[config.mk]
export PLATFORM = sky130hd
export DESIGN_NAME = gpio_irq_ctrl
export DESIGN_NICKNAME = d
export VERILOG_FILES = /design/src/rtl/gpio_irq_pkg.sv /design/src/rtl/gpio_sync.sv /design/src/rtl/gpio_regfile.sv /design/src/rtl/gpio_irq_detect.sv /design/src/rtl/gpio_irq_ctrl.sv
export SDC_FILE = /design/constraint.sdc
export NUM_CORES = 1
export LEC_CHECK = 0
export ABC_CLOCK_PERIOD_IN_PS = 7100
export BUFFER_PORTS_ARGS = -buffer_cell sky130_fd_sc_hd__buf_2
export CORE_MARGIN = 5
export CORE_UTILIZATION = 59
export DETAILED_ROUTE_END_ITERATION = 6
export PLACE_DENSITY_LB_ADDON = 0.12
export SETUP_SLACK_MARGIN = 0.1
export SLEW_MARGIN = 0
export SYNTH_ARGS = -nofsm -noshare
export SYNTH_HDL_FRONTEND = slang
export SYNTH_SLANG_ARGS = --single-unit
export TNS_END_PERCENT = 30
[constraint.sdc]
create_clock -name clk -period 7.1 [get_ports clk]
set_input_delay 0.355 -clock clk [delete_from_list [all_inputs] [get_ports clk]]
set_output_delay 0.355 -clock clk [all_outputs]
set_load 0.1 [all_outputs]
[src/rtl/gpio_irq_pkg.sv]
package gpio_irq_pkg;

  // Register byte offsets
  localparam int unsigned OFS_DIR   = 'h00;
  localparam int unsigned OFS_SENSE = 'h04;
  localparam int unsigned OFS_POL   = 'h08;
  localparam int unsigned OFS_RISE  = 'h0C;
  localparam int unsigned OFS_FALL  = 'h10;
  localparam int unsigned OFS_DIN   = 'h14;
  localparam int unsigned OFS_OSET  = 'h18;
  localparam int unsigned OFS_OCLR  = 'h1C;
  localparam int unsigned OFS_DOUT  = 'h20;
  localparam int unsigned OFS_MASK  = 'h28;
  localparam int unsigned OFS_EN    = 'h2C;
  localparam int unsigned OFS_STAT  = 'h30;
  localparam int unsigned OFS_ICLR  = 'h34;

  // Read multiplexer select
  typedef enum logic [3:0] {
    RSEL_NONE,
    RSEL_DIR,
    RSEL_SENSE,
    RSEL_POL,
    RSEL_RISE,
    RSEL_FALL,
    RSEL_DIN,
    RSEL_DOUT,
    RSEL_MASK,
    RSEL_EN,
    RSEL_STAT
  } rsel_e;

endpackage

[src/rtl/gpio_sync.sv]
module gpio_sync #(
  parameter int unsigned W      = 16,
  parameter int unsigned STAGES = 2
) (
  input  logic         clk,
  input  logic         rst_n,
  input  logic [W-1:0] d,
  output logic [W-1:0] q
);

  logic [W-1:0] stage_q [STAGES];
  logic [W-1:0] stage_d [STAGES];

  for (genvar s = 0; s < STAGES; s++) begin : g_stage
    if (s == 0) begin : g_first
      assign stage_d[s] = d;
    end else begin : g_next
      assign stage_d[s] = stage_q[s-1];
    end

    always_ff @(posedge clk or negedge rst_n) begin
      if (!rst_n) begin
        stage_q[s] <= '0;
      end else begin
        stage_q[s] <= stage_d[s];
      end
    end
  end

  assign q = stage_q[STAGES-1];

endmodule

[src/rtl/gpio_regfile.sv]
module gpio_regfile
  import gpio_irq_pkg::*;
#(
  parameter int unsigned N  = 16,
  parameter int unsigned AW = 8
) (
  input  logic          clk,
  input  logic          rst_n,
  input  logic [AW-1:0] addr,
  input  logic          wr,
  input  logic          rd,
  input  logic [N-1:0]  wdata,
  output logic [N-1:0]  rdata,
  input  logic [N-1:0]  din,
  input  logic [N-1:0]  status,
  output logic [N-1:0]  dir,
  output logic [N-1:0]  sense,
  output logic [N-1:0]  pol,
  output logic [N-1:0]  rise,
  output logic [N-1:0]  fall,
  output logic [N-1:0]  mask,
  output logic [N-1:0]  en,
  output logic [N-1:0]  dout,
  output logic [N-1:0]  iclr
);

  logic [N-1:0] dir_q, sense_q, pol_q, rise_q, fall_q, mask_q, en_q, dout_q;
  logic [N-1:0] dir_d, sense_d, pol_d, rise_d, fall_d, mask_d, en_d, dout_d;
  rsel_e        rsel;

  // Next-state logic
  always_comb begin
    dir_d   = dir_q;
    sense_d = sense_q;
    pol_d   = pol_q;
    rise_d  = rise_q;
    fall_d  = fall_q;
    mask_d  = mask_q;
    en_d    = en_q;
    dout_d  = dout_q;
    iclr    = '0;
    if (wr) begin
      case (addr)
        AW'(OFS_DIR):   dir_d   = wdata;
        AW'(OFS_SENSE): sense_d = wdata;
        AW'(OFS_POL):   pol_d   = wdata;
        AW'(OFS_RISE):  rise_d  = wdata;
        AW'(OFS_FALL):  fall_d  = wdata;
        AW'(OFS_MASK):  mask_d  = wdata;
        AW'(OFS_EN):    en_d    = wdata;
        AW'(OFS_OSET):  dout_d  = dout_q | wdata;
        AW'(OFS_OCLR):  dout_d  = dout_q & ~wdata;
        AW'(OFS_ICLR):  iclr    = wdata;
        default:        ;
      endcase
    end
  end

  // Registers, clock-enabled by the write strobe
  always_ff @(posedge clk or negedge rst_n) begin
    if (!rst_n) begin
      dir_q   <= '0;
      sense_q <= '0;
      pol_q   <= '0;
      rise_q  <= '0;
      fall_q  <= '0;
      mask_q  <= '1;
      en_q    <= '0;
      dout_q  <= '0;
    end else if (wr) begin
      dir_q   <= dir_d;
      sense_q <= sense_d;
      pol_q   <= pol_d;
      rise_q  <= rise_d;
      fall_q  <= fall_d;
      mask_q  <= mask_d;
      en_q    <= en_d;
      dout_q  <= dout_d;
    end
  end

  // Read decode
  always_comb begin
    case (addr)
      AW'(OFS_DIR):   rsel = RSEL_DIR;
      AW'(OFS_SENSE): rsel = RSEL_SENSE;
      AW'(OFS_POL):   rsel = RSEL_POL;
      AW'(OFS_RISE):  rsel = RSEL_RISE;
      AW'(OFS_FALL):  rsel = RSEL_FALL;
      AW'(OFS_DIN):   rsel = RSEL_DIN;
      AW'(OFS_DOUT):  rsel = RSEL_DOUT;
      AW'(OFS_MASK):  rsel = RSEL_MASK;
      AW'(OFS_EN):    rsel = RSEL_EN;
      AW'(OFS_STAT):  rsel = RSEL_STAT;
      default:        rsel = RSEL_NONE;
    endcase
  end

  always_comb begin
    rdata = '0;
    if (rd) begin
      case (rsel)
        RSEL_DIR:   rdata = dir_q;
        RSEL_SENSE: rdata = sense_q;
        RSEL_POL:   rdata = pol_q;
        RSEL_RISE:  rdata = rise_q;
        RSEL_FALL:  rdata = fall_q;
        RSEL_DIN:   rdata = din;
        RSEL_DOUT:  rdata = dout_q;
        RSEL_MASK:  rdata = mask_q;
        RSEL_EN:    rdata = en_q;
        RSEL_STAT:  rdata = status;
        default:    rdata = '0;
      endcase
    end
  end

  assign dir   = dir_q;
  assign sense = sense_q;
  assign pol   = pol_q;
  assign rise  = rise_q;
  assign fall  = fall_q;
  assign mask  = mask_q;
  assign en    = en_q;
  assign dout  = dout_q;

endmodule

[src/rtl/gpio_irq_detect.sv]
module gpio_irq_detect #(
  parameter int unsigned N = 16
) (
  input  logic         clk,
  input  logic         rst_n,
  input  logic [N-1:0] din,
  input  logic [N-1:0] sense,
  input  logic [N-1:0] pol,
  input  logic [N-1:0] rise,
  input  logic [N-1:0] fall,
  input  logic [N-1:0] mask,
  input  logic [N-1:0] en,
  input  logic [N-1:0] iclr,
  output logic [N-1:0] status,
  output logic         irq
);

  logic [N-1:0] prev_q;
  logic [N-1:0] pend_q, pend_d;
  logic [N-1:0] gate;
  logic         irq_q, irq_d;

  assign gate = ~mask & en;

  for (genvar i = 0; i < N; i++) begin : g_line
    logic lvl_hit;
    logic edge_hit;
    assign lvl_hit  = (din[i] == pol[i]);
    assign edge_hit = (rise[i] & din[i] & ~prev_q[i]) |
                      (fall[i] & ~din[i] & prev_q[i]);
    assign pend_d[i] = sense[i] ? lvl_hit
                                : ((gate[i] & edge_hit) | (pend_q[i] & ~iclr[i]));
  end

  assign status = pend_q & gate;
  assign irq_d  = |status;

  always_ff @(posedge clk or negedge rst_n) begin
    if (!rst_n) begin
      prev_q <= '0;
      pend_q <= '0;
      irq_q  <= 1'b0;
    end else begin
      prev_q <= din;
      pend_q <= pend_d;
      irq_q  <= irq_d;
    end
  end

  assign irq = irq_q;

endmodule

[src/rtl/gpio_irq_ctrl.sv]
module gpio_irq_ctrl #(
  parameter int unsigned NLINES = 16,
  parameter int unsigned ADDR_W = 8
) (
  input  logic              clk,
  input  logic              rst_n,
  input  logic [ADDR_W-1:0] bus_addr,
  input  logic              bus_wr,
  input  logic              bus_rd,
  input  logic [NLINES-1:0] bus_wdata,
  output logic [NLINES-1:0] bus_rdata,
  input  logic [NLINES-1:0] pad_in,
  output logic [NLINES-1:0] pad_out,
  output logic [NLINES-1:0] pad_oe,
  output logic              irq
);

  localparam int unsigned SYNC_STAGES = 2;

  logic [1:0]        rst_pipe_q;
  logic              rst_int_n;
  logic [NLINES-1:0] din_sync;
  logic [NLINES-1:0] cfg_dir, cfg_sense, cfg_pol, cfg_rise, cfg_fall;
  logic [NLINES-1:0] cfg_mask, cfg_en, out_word, clr_word, irq_status;

  // Asynchronous assertion, synchronous release
  always_ff @(posedge clk or negedge rst_n) begin
    if (!rst_n) begin
      rst_pipe_q <= '0;
    end else begin
      rst_pipe_q <= {rst_pipe_q[0], 1'b1};
    end
  end
  assign rst_int_n = rst_pipe_q[1];

  gpio_sync #(.W(NLINES), .STAGES(SYNC_STAGES)) u_sync (
    .clk   (clk),
    .rst_n (rst_int_n),
    .d     (pad_in),
    .q     (din_sync)
  );

  gpio_regfile #(.N(NLINES), .AW(ADDR_W)) u_regs (
    .clk    (clk),
    .rst_n  (rst_int_n),
    .addr   (bus_addr),
    .wr     (bus_wr),
    .rd     (bus_rd),
    .wdata  (bus_wdata),
    .rdata  (bus_rdata),
    .din    (din_sync),
    .status (irq_status),
    .dir    (cfg_dir),
    .sense  (cfg_sense),
    .pol    (cfg_pol),
    .rise   (cfg_rise),
    .fall   (cfg_fall),
    .mask   (cfg_mask),
    .en     (cfg_en),
    .dout   (out_word),
    .iclr   (clr_word)
  );

  gpio_irq_detect #(.N(NLINES)) u_det (
    .clk    (clk),
    .rst_n  (rst_int_n),
    .din    (din_sync),
    .sense  (cfg_sense),
    .pol    (cfg_pol),
    .rise   (cfg_rise),
    .fall   (cfg_fall),
    .mask   (cfg_mask),
    .en     (cfg_en),
    .iclr   (clr_word),
    .status (irq_status),
    .irq    (irq)
  );

  assign pad_out = out_word;
  assign pad_oe  = cfg_dir;

endmodule

==> results of run 1 <==
kinds of logic (layout without fill, tap and decap cells):
kind of cell / Yosys count / after routing
xor+xnor: 16 / 16
buf+inv: 59 / 136
mux: 112 / 112
compound gates: 170 / 170
simple gates: 161 / 161
flops: 195 / 195
other cells: 1 / 1
per-layer routing:
metal | GRT usage [%] | vias to the layer above | routed length (um)
li1 | - | 2852 | -
met1 | 39.8 | 3315 | 10600
met2 | 41.8 | 375 | 11200
met3 | 7.20 | 56 | 2200
met4 | 9.56 | 0 | 702
met5 | 0 | - | 0
final timing paths:
check,startpoint,end,depth (start not counted)
max in group asynchronous,rst_pipe_q[1],u_sync.q[0],1
worst min register to register,u_sync.stage_d[1],u_sync.q[1],0
min in group asynchronous,rst_n,rst_pipe_q[1],2
worst min-delay path,pad_in[2],u_sync.stage_d[2],1
worst max register to register,rst_pipe_q[1],u_sync.q[0],1
worst max-delay path,bus_addr[0],bus_rdata[0],6
cells in the final DEF (no fill, tap or decap), types with 17 or more instances in the layout:
cell type,count
mux2_4,40
dfrtp_1,178
nor2b_1,18
buf_2,92
clkbuf_16,17
a22oi_1,22
and3_1,28
nand2_1,42
a31oi_1,24
a21oi_1,35
mux2_2,72
critical path, stage by stage:
cell and delay (ns):
buf_2 0.16, and4bb_2 0.94, and2_1 0.81, a22oi_1 0.16, a41oi_1 0.29, buf_2 0.47
layout make-up:
cell class | instances | area (um^2) | area share [%]
sequential | 195 | 4900 | 47.8
timing repair buffer | 103 | 546 | 5.32
inverter | 1 | 3.75 | 0.0366
tap | 188 | 235 | 2.29
clock buffer | 23 | 488 | 4.76
multi-input combinational | 460 | 3880 | 37.8
clock inverter | 9 | 200 | 1.95
repair_timing:
item | in CTS | in global routing
endpoints found under the setup margin | 0 | 0
hold endpoints to repair | 2 | 0
hold buffers | 1 | 0
synth_stat cells, drive strengths merged, types with 2 or more instances:
library cell	n
and4bb	2
a31oi	24
a32o	4
nand2b	2
nand3	12
a21o	3
and4b	2
a22o	7
and3b	7
a2111oi	10
nand4	16
clkbuf	25
nand2	47
nor2	3
a32oi	8
a222oi	10
a22oi	22
a221oi	16
dfrtp	179
xor2	16
o21ai	3
buf	33
a21bo	2
nor2b	18
and4	5
dfstp	16
and3	28
nor4	3
nor4b	4
a41oi	8
and2	9
a21oi	35
o22ai	16
mux2	112
report_power, final:
| group | switching (mW) | total [mW] | internal [mW] |
|---|---|---|---|
| registers | 0.0893 | 1.30 | 1.21 |
| logic | 0.220 | 0.328 | 0.108 |
| clock network | 0.416 | 1.11 | 0.699 |
metrics by stage:
step / area (um^2) / cells
after global placement: 9560 / 946
after CTS: 10300 / 979
after detailed placement: 9560 / 946
final: 10300 / 979
after floorplan: 9110 / 714
after global routing: 10300 / 979
==> metrics.txt, run 1 <==
Die X-Extent 134 um; DR iter-0 viols approximately 690; post-synthesis simple-gate area fraction between 10% and 20%; worst clock skew 0.00882 ns; max-cap violation count 1; gp weighted congestion 0.903; pre-CTS WS between 3 and 4 ns; leakage power roughly 4.9 nW; CTS root buffer clkbuf_16; max-slew violations 0; crit path DAT approximately 3.2 ns; post-synthesis register bit count about 200; Tot Pwr 2.75 mW; Routed Antenna Nets 0; Wirelength per Cell around 25 um; postcts setup bufs 0; Min-Delay Path Class input pin to flop; CTS resizes 0; hpwl dp between 10000 and 15000 um; Residual DRC 0; Synth Area in XOR/XNOR 1.54%; FILL cells about 1100; Final Routed Wirelength ~25000 um; top cells by area, synth dfrtp_1 (49%), mux2_2 (8.9%), mux2_4 (6.6%); Setup violations, final 0; TritonCTS clock tree yes; Post-synth ARST share 100%; total CTS buffers 17; Worst Setup Slack, final around 3.5 ns; cell taking the most area after synthesis dfrtp_1; Rows 45; Post-Syn Area per Cell around 13 um^2; TritonRoute pass-1 iters 6; clk sink count between 150 and 200; htree depth 4; Port Buf Inserts a little over 90; largest net degree at the start of global routing about 80; die area roughly 18000 um^2; adder-cell area share of the yosys netlist 0%; sequential share of the synthesized area a little over half; multiplexer share of the synthesized area 15.5%; slew margin rel. between 1 and 1.5%; P per Cell Area 268 nW/um^2; top cell type's share of synthesized area around 49%; status complete, but fails checks; post-route minimum period approximately 3.6 ns; Syn-to-layout area delta 12.5%; fmax ~0.28 GHz; first-pass GRT wire length ~38000 um; largest family of logic cells by synthesized area multiplexers; Worst VDD drop just over 0.2 mV; unrepaired setup endpoints after global routing false; Yosys Warn Count 0; failing checks max-capacitance violations; n_diodes 0; initial antenna violation count 0; Via density 6.74; Worst-path clk slew ~0.07 ns; Final period util between 50 and 60%; I/O pin total a little over 90; endpoints failing hold 0; Die Y 134 um; critical path endpoint category output port; Clock Latency Late Sink roughly 0.44 ns; worst slew pin tran ~1.5 ns; Cells after Synth about 710; Compound-Gate Fraction of Synth Area 13.6%; dominant synthesized flop cell dfrtp_1; CP startpoint kind input pin; Nets around 820; core area between 15000 and 20000 um^2; clk buf depth 2; setup total negative slack 0 ns; Initial Util approximately 60%; library cells used by synthesis a little over 50; Crit path required time ~6.7 ns; EDFF count, synth 0; Synth Cell Area a little over 9000 um^2; worst hold slack ~0.019 ns; DR vias between 6000 and 7000; flop-to-flop setup slack 5.01 ns; critical path type input pin to output port; Crit Path Max Fanout 32; Tot GR Track Use between 20% and 30%; Final Util between 60% and 70%; number of global-route vias before repair 6656; GR Overflow Total 0; Syn Nets 758; share of cells above drive strength 1 between 30% and 40%
Note: power is estimated with default switching activity, not from simulation.
==> run 2: changes to the inputs <==
--- a/config.mk
+++ b/config.mk
@@ -5,7 +5,7 @@
 export SDC_FILE = /design/constraint.sdc
 export NUM_CORES = 1
 export LEC_CHECK = 0
-export ABC_CLOCK_PERIOD_IN_PS = 7100
+export ABC_CLOCK_PERIOD_IN_PS = 3300
 export BUFFER_PORTS_ARGS = -buffer_cell sky130_fd_sc_hd__buf_2
 export CORE_MARGIN = 5
 export CORE_UTILIZATION = 59
==> constraint.sdc (replaced) <==
create_clock -name clk -period 3.3 [get_ports clk]
set_input_delay 0.165 -clock clk [delete_from_list [all_inputs] [get_ports clk]]
set_output_delay 0.165 -clock clk [all_outputs]
set_load 0.1 [all_outputs]
==> run 2 against run 1 <==
Compared with the run above:
- the run now ends clean
- largest cell class unchanged
- sequential power increased by 110%
- non-clock buffer count grew 32
- critical endpoint is now bus_rdata[6]
- total power up 110%
- worst hold slack improved by 0.018 ns
- clock-buffer cell count down 2
==> metrics.txt, run 2 (same netlist as run 1, synthesis figures left out) <==
Worst Setup SP bus_addr[5]; Crit Path Max Fanout 10; Crit path required time roughly 3.1 ns; Setup violations, final 0; total CTS buffers 17; initial antenna violation count 4; critical path type input pin to output port; crit path DAT ~2.3 ns; Met2 Wirelength approximately 12000 um; hpwl dp about 16000 um; most frequent cells in the layout dfrtp_1 (178), buf_2 (76), mux2_2 (72); R2R Path Start u_regs.mask[6]; TritonCTS clock tree yes; status finished, final reports clean; max-cap violation count 0; Nets roughly 850; clk sink count 195; Worst setup endpoint bus_rdata[6]; Worst-path clk slew ~0.060 ns; P per Cell Area 529 nW/um^2; fmax 0.402 GHz; Rows between 40 and 50; Wirelength per Cell ~25 um; CTS root buffer clkbuf_16; share of cells above drive strength 1 35.6%; DR iter-0 viols about 760; Syn-to-layout area delta 17.4%; reg2reg path depth 4; postcts setup bufs 0; largest net degree at the start of global routing approximately 190; clk buf depth 2; post-route minimum period 2.49 ns; htree depth 4; CP startpoint kind input pin; Min-Delay Path Class input pin to asynchronous set/reset pin; CTS Hold Bufs 17; Final Routed Wirelength approximately 25000 um; max-slew violations 0; DR WL met3 2350 um; Tot GR Track Use 28.4%; Initial Util around three fifths; Max Used Layer met5; DR vias a little under 7000; core area 15200 um^2; gp weighted congestion 0.929; Clock Latency Late Sink between 0.4 and 0.5 ns; flop-to-flop setup slack 1.47 ns; worst slew pin tran a little over 1 ns; n_diodes 0; GR Overflow Total 0; critical path endpoint category output port; worst clock skew roughly 0.0086 ns; Die Y approximately 130 um; Routed Antenna Nets 0; Die X-Extent ~130 um; Residual DRC 0; unrepaired setup endpoints after global routing false; leakage power ~5 nW; setup total negative slack 0 ns; Final period util between 70% and 80%; TritonRoute pass-1 iters 7; Via density around 6.7; commonest non-fill, non-tap cell in the layout dfrtp_1; endpoints failing hold 0; slew margin rel. a little under a third; Worst VDD drop just over 0.4 mV; DRT met1 WL roughly 10000 um; die area 18000 um^2; CTS resizes 0; worst hold slack about 0.037 ns; first-pass GRT wire length between 30000 and 40000 um; R2R Path End u_det.irq; number of global-route vias before repair slightly below 7000; I/O pin total 93; Port Buf Inserts slightly above 90
-- run 2: changes by cell type in the layout (fill, tap and decap cells not counted), moves of 2 or more --
cell           previous run  this run
clkbuf_8                  4         1
bufinv_16                 6         3
dlygate4sd3_1             1        17
inv_6                     0         3
buf_4                    10        25
buf_12                    0        17
buf_2                    92        76
clkinv_4                  0         2
-- run 2: worst min-delay path by stage --
stage                 startpoint             to  slack, ns  cells after the start
finish                     rst_n  rst_pipe_q[1]       0.04                      2
CTS                        rst_n  rst_pipe_q[1]       0.03                      2
floorplan                  rst_n  rst_pipe_q[0]      -0.13                      0
global placement           rst_n  rst_pipe_q[0]      -0.05                      1
global route        bus_wdata[4]           flop       0.03                      2
detailed placement         rst_n  rst_pipe_q[0]      -0.05                      1
-- run 2: final cells by class --
cell class	instances	area [um^2]
fill	1091	4500
inverter	1	3.75
clock buffer	21	450
clock inverter	11	151
timing repair buffer	135	1080
tap	188	235
sequential	195	4900
multi-input combinational	460	3880
-- run 2: worst max-delay path, cell delays in order --
cell     delay [ns]
buf_2          0.21
nor4_4         0.43
buf_4          0.23
and2_0         0.51
a22oi_1        0.14
a41oi_1        0.41
buf_12         0.23
-- run 2: per-stage QoR --
step / util (%) / power, mW / setup WS [ns] / cell area (um^2) / std cells
finish: 70.4 / 5.66 / 0.814 / 10700 / 1011
global route: 70.4 / 5.85 / 0.691 / 10700 / 1011
CTS: 70.4 / 5.67 / 0.890 / 10700 / 1011
detailed placement: 65.3 / 3.55 / 0.907 / 9930 / 962
global placement: 65.3 / 3.51 / 0.908 / 9930 / 962
floorplan: - / 3.33 / 0.101 / 9110 / 714
-- run 2: power breakdown --
| part | switching, mW | leakage, nW | internal, mW |
|---|---|---|---|
| Sequential | 0.175 | 2.48 | 2.61 |
| Combinational | 0.496 | 2.25 | 0.248 |
| Clock | 0.905 | 0.292 | 1.22 |
| Total | 1.58 | 5.03 | 4.08 |
-- run 2: routing by layer --
metal,vias up,track usage [%]
li1,2909,-
met1,3426,40.2
met2,351,43.1
met3,58,7.24
met4,8,9.45
met5,-,0
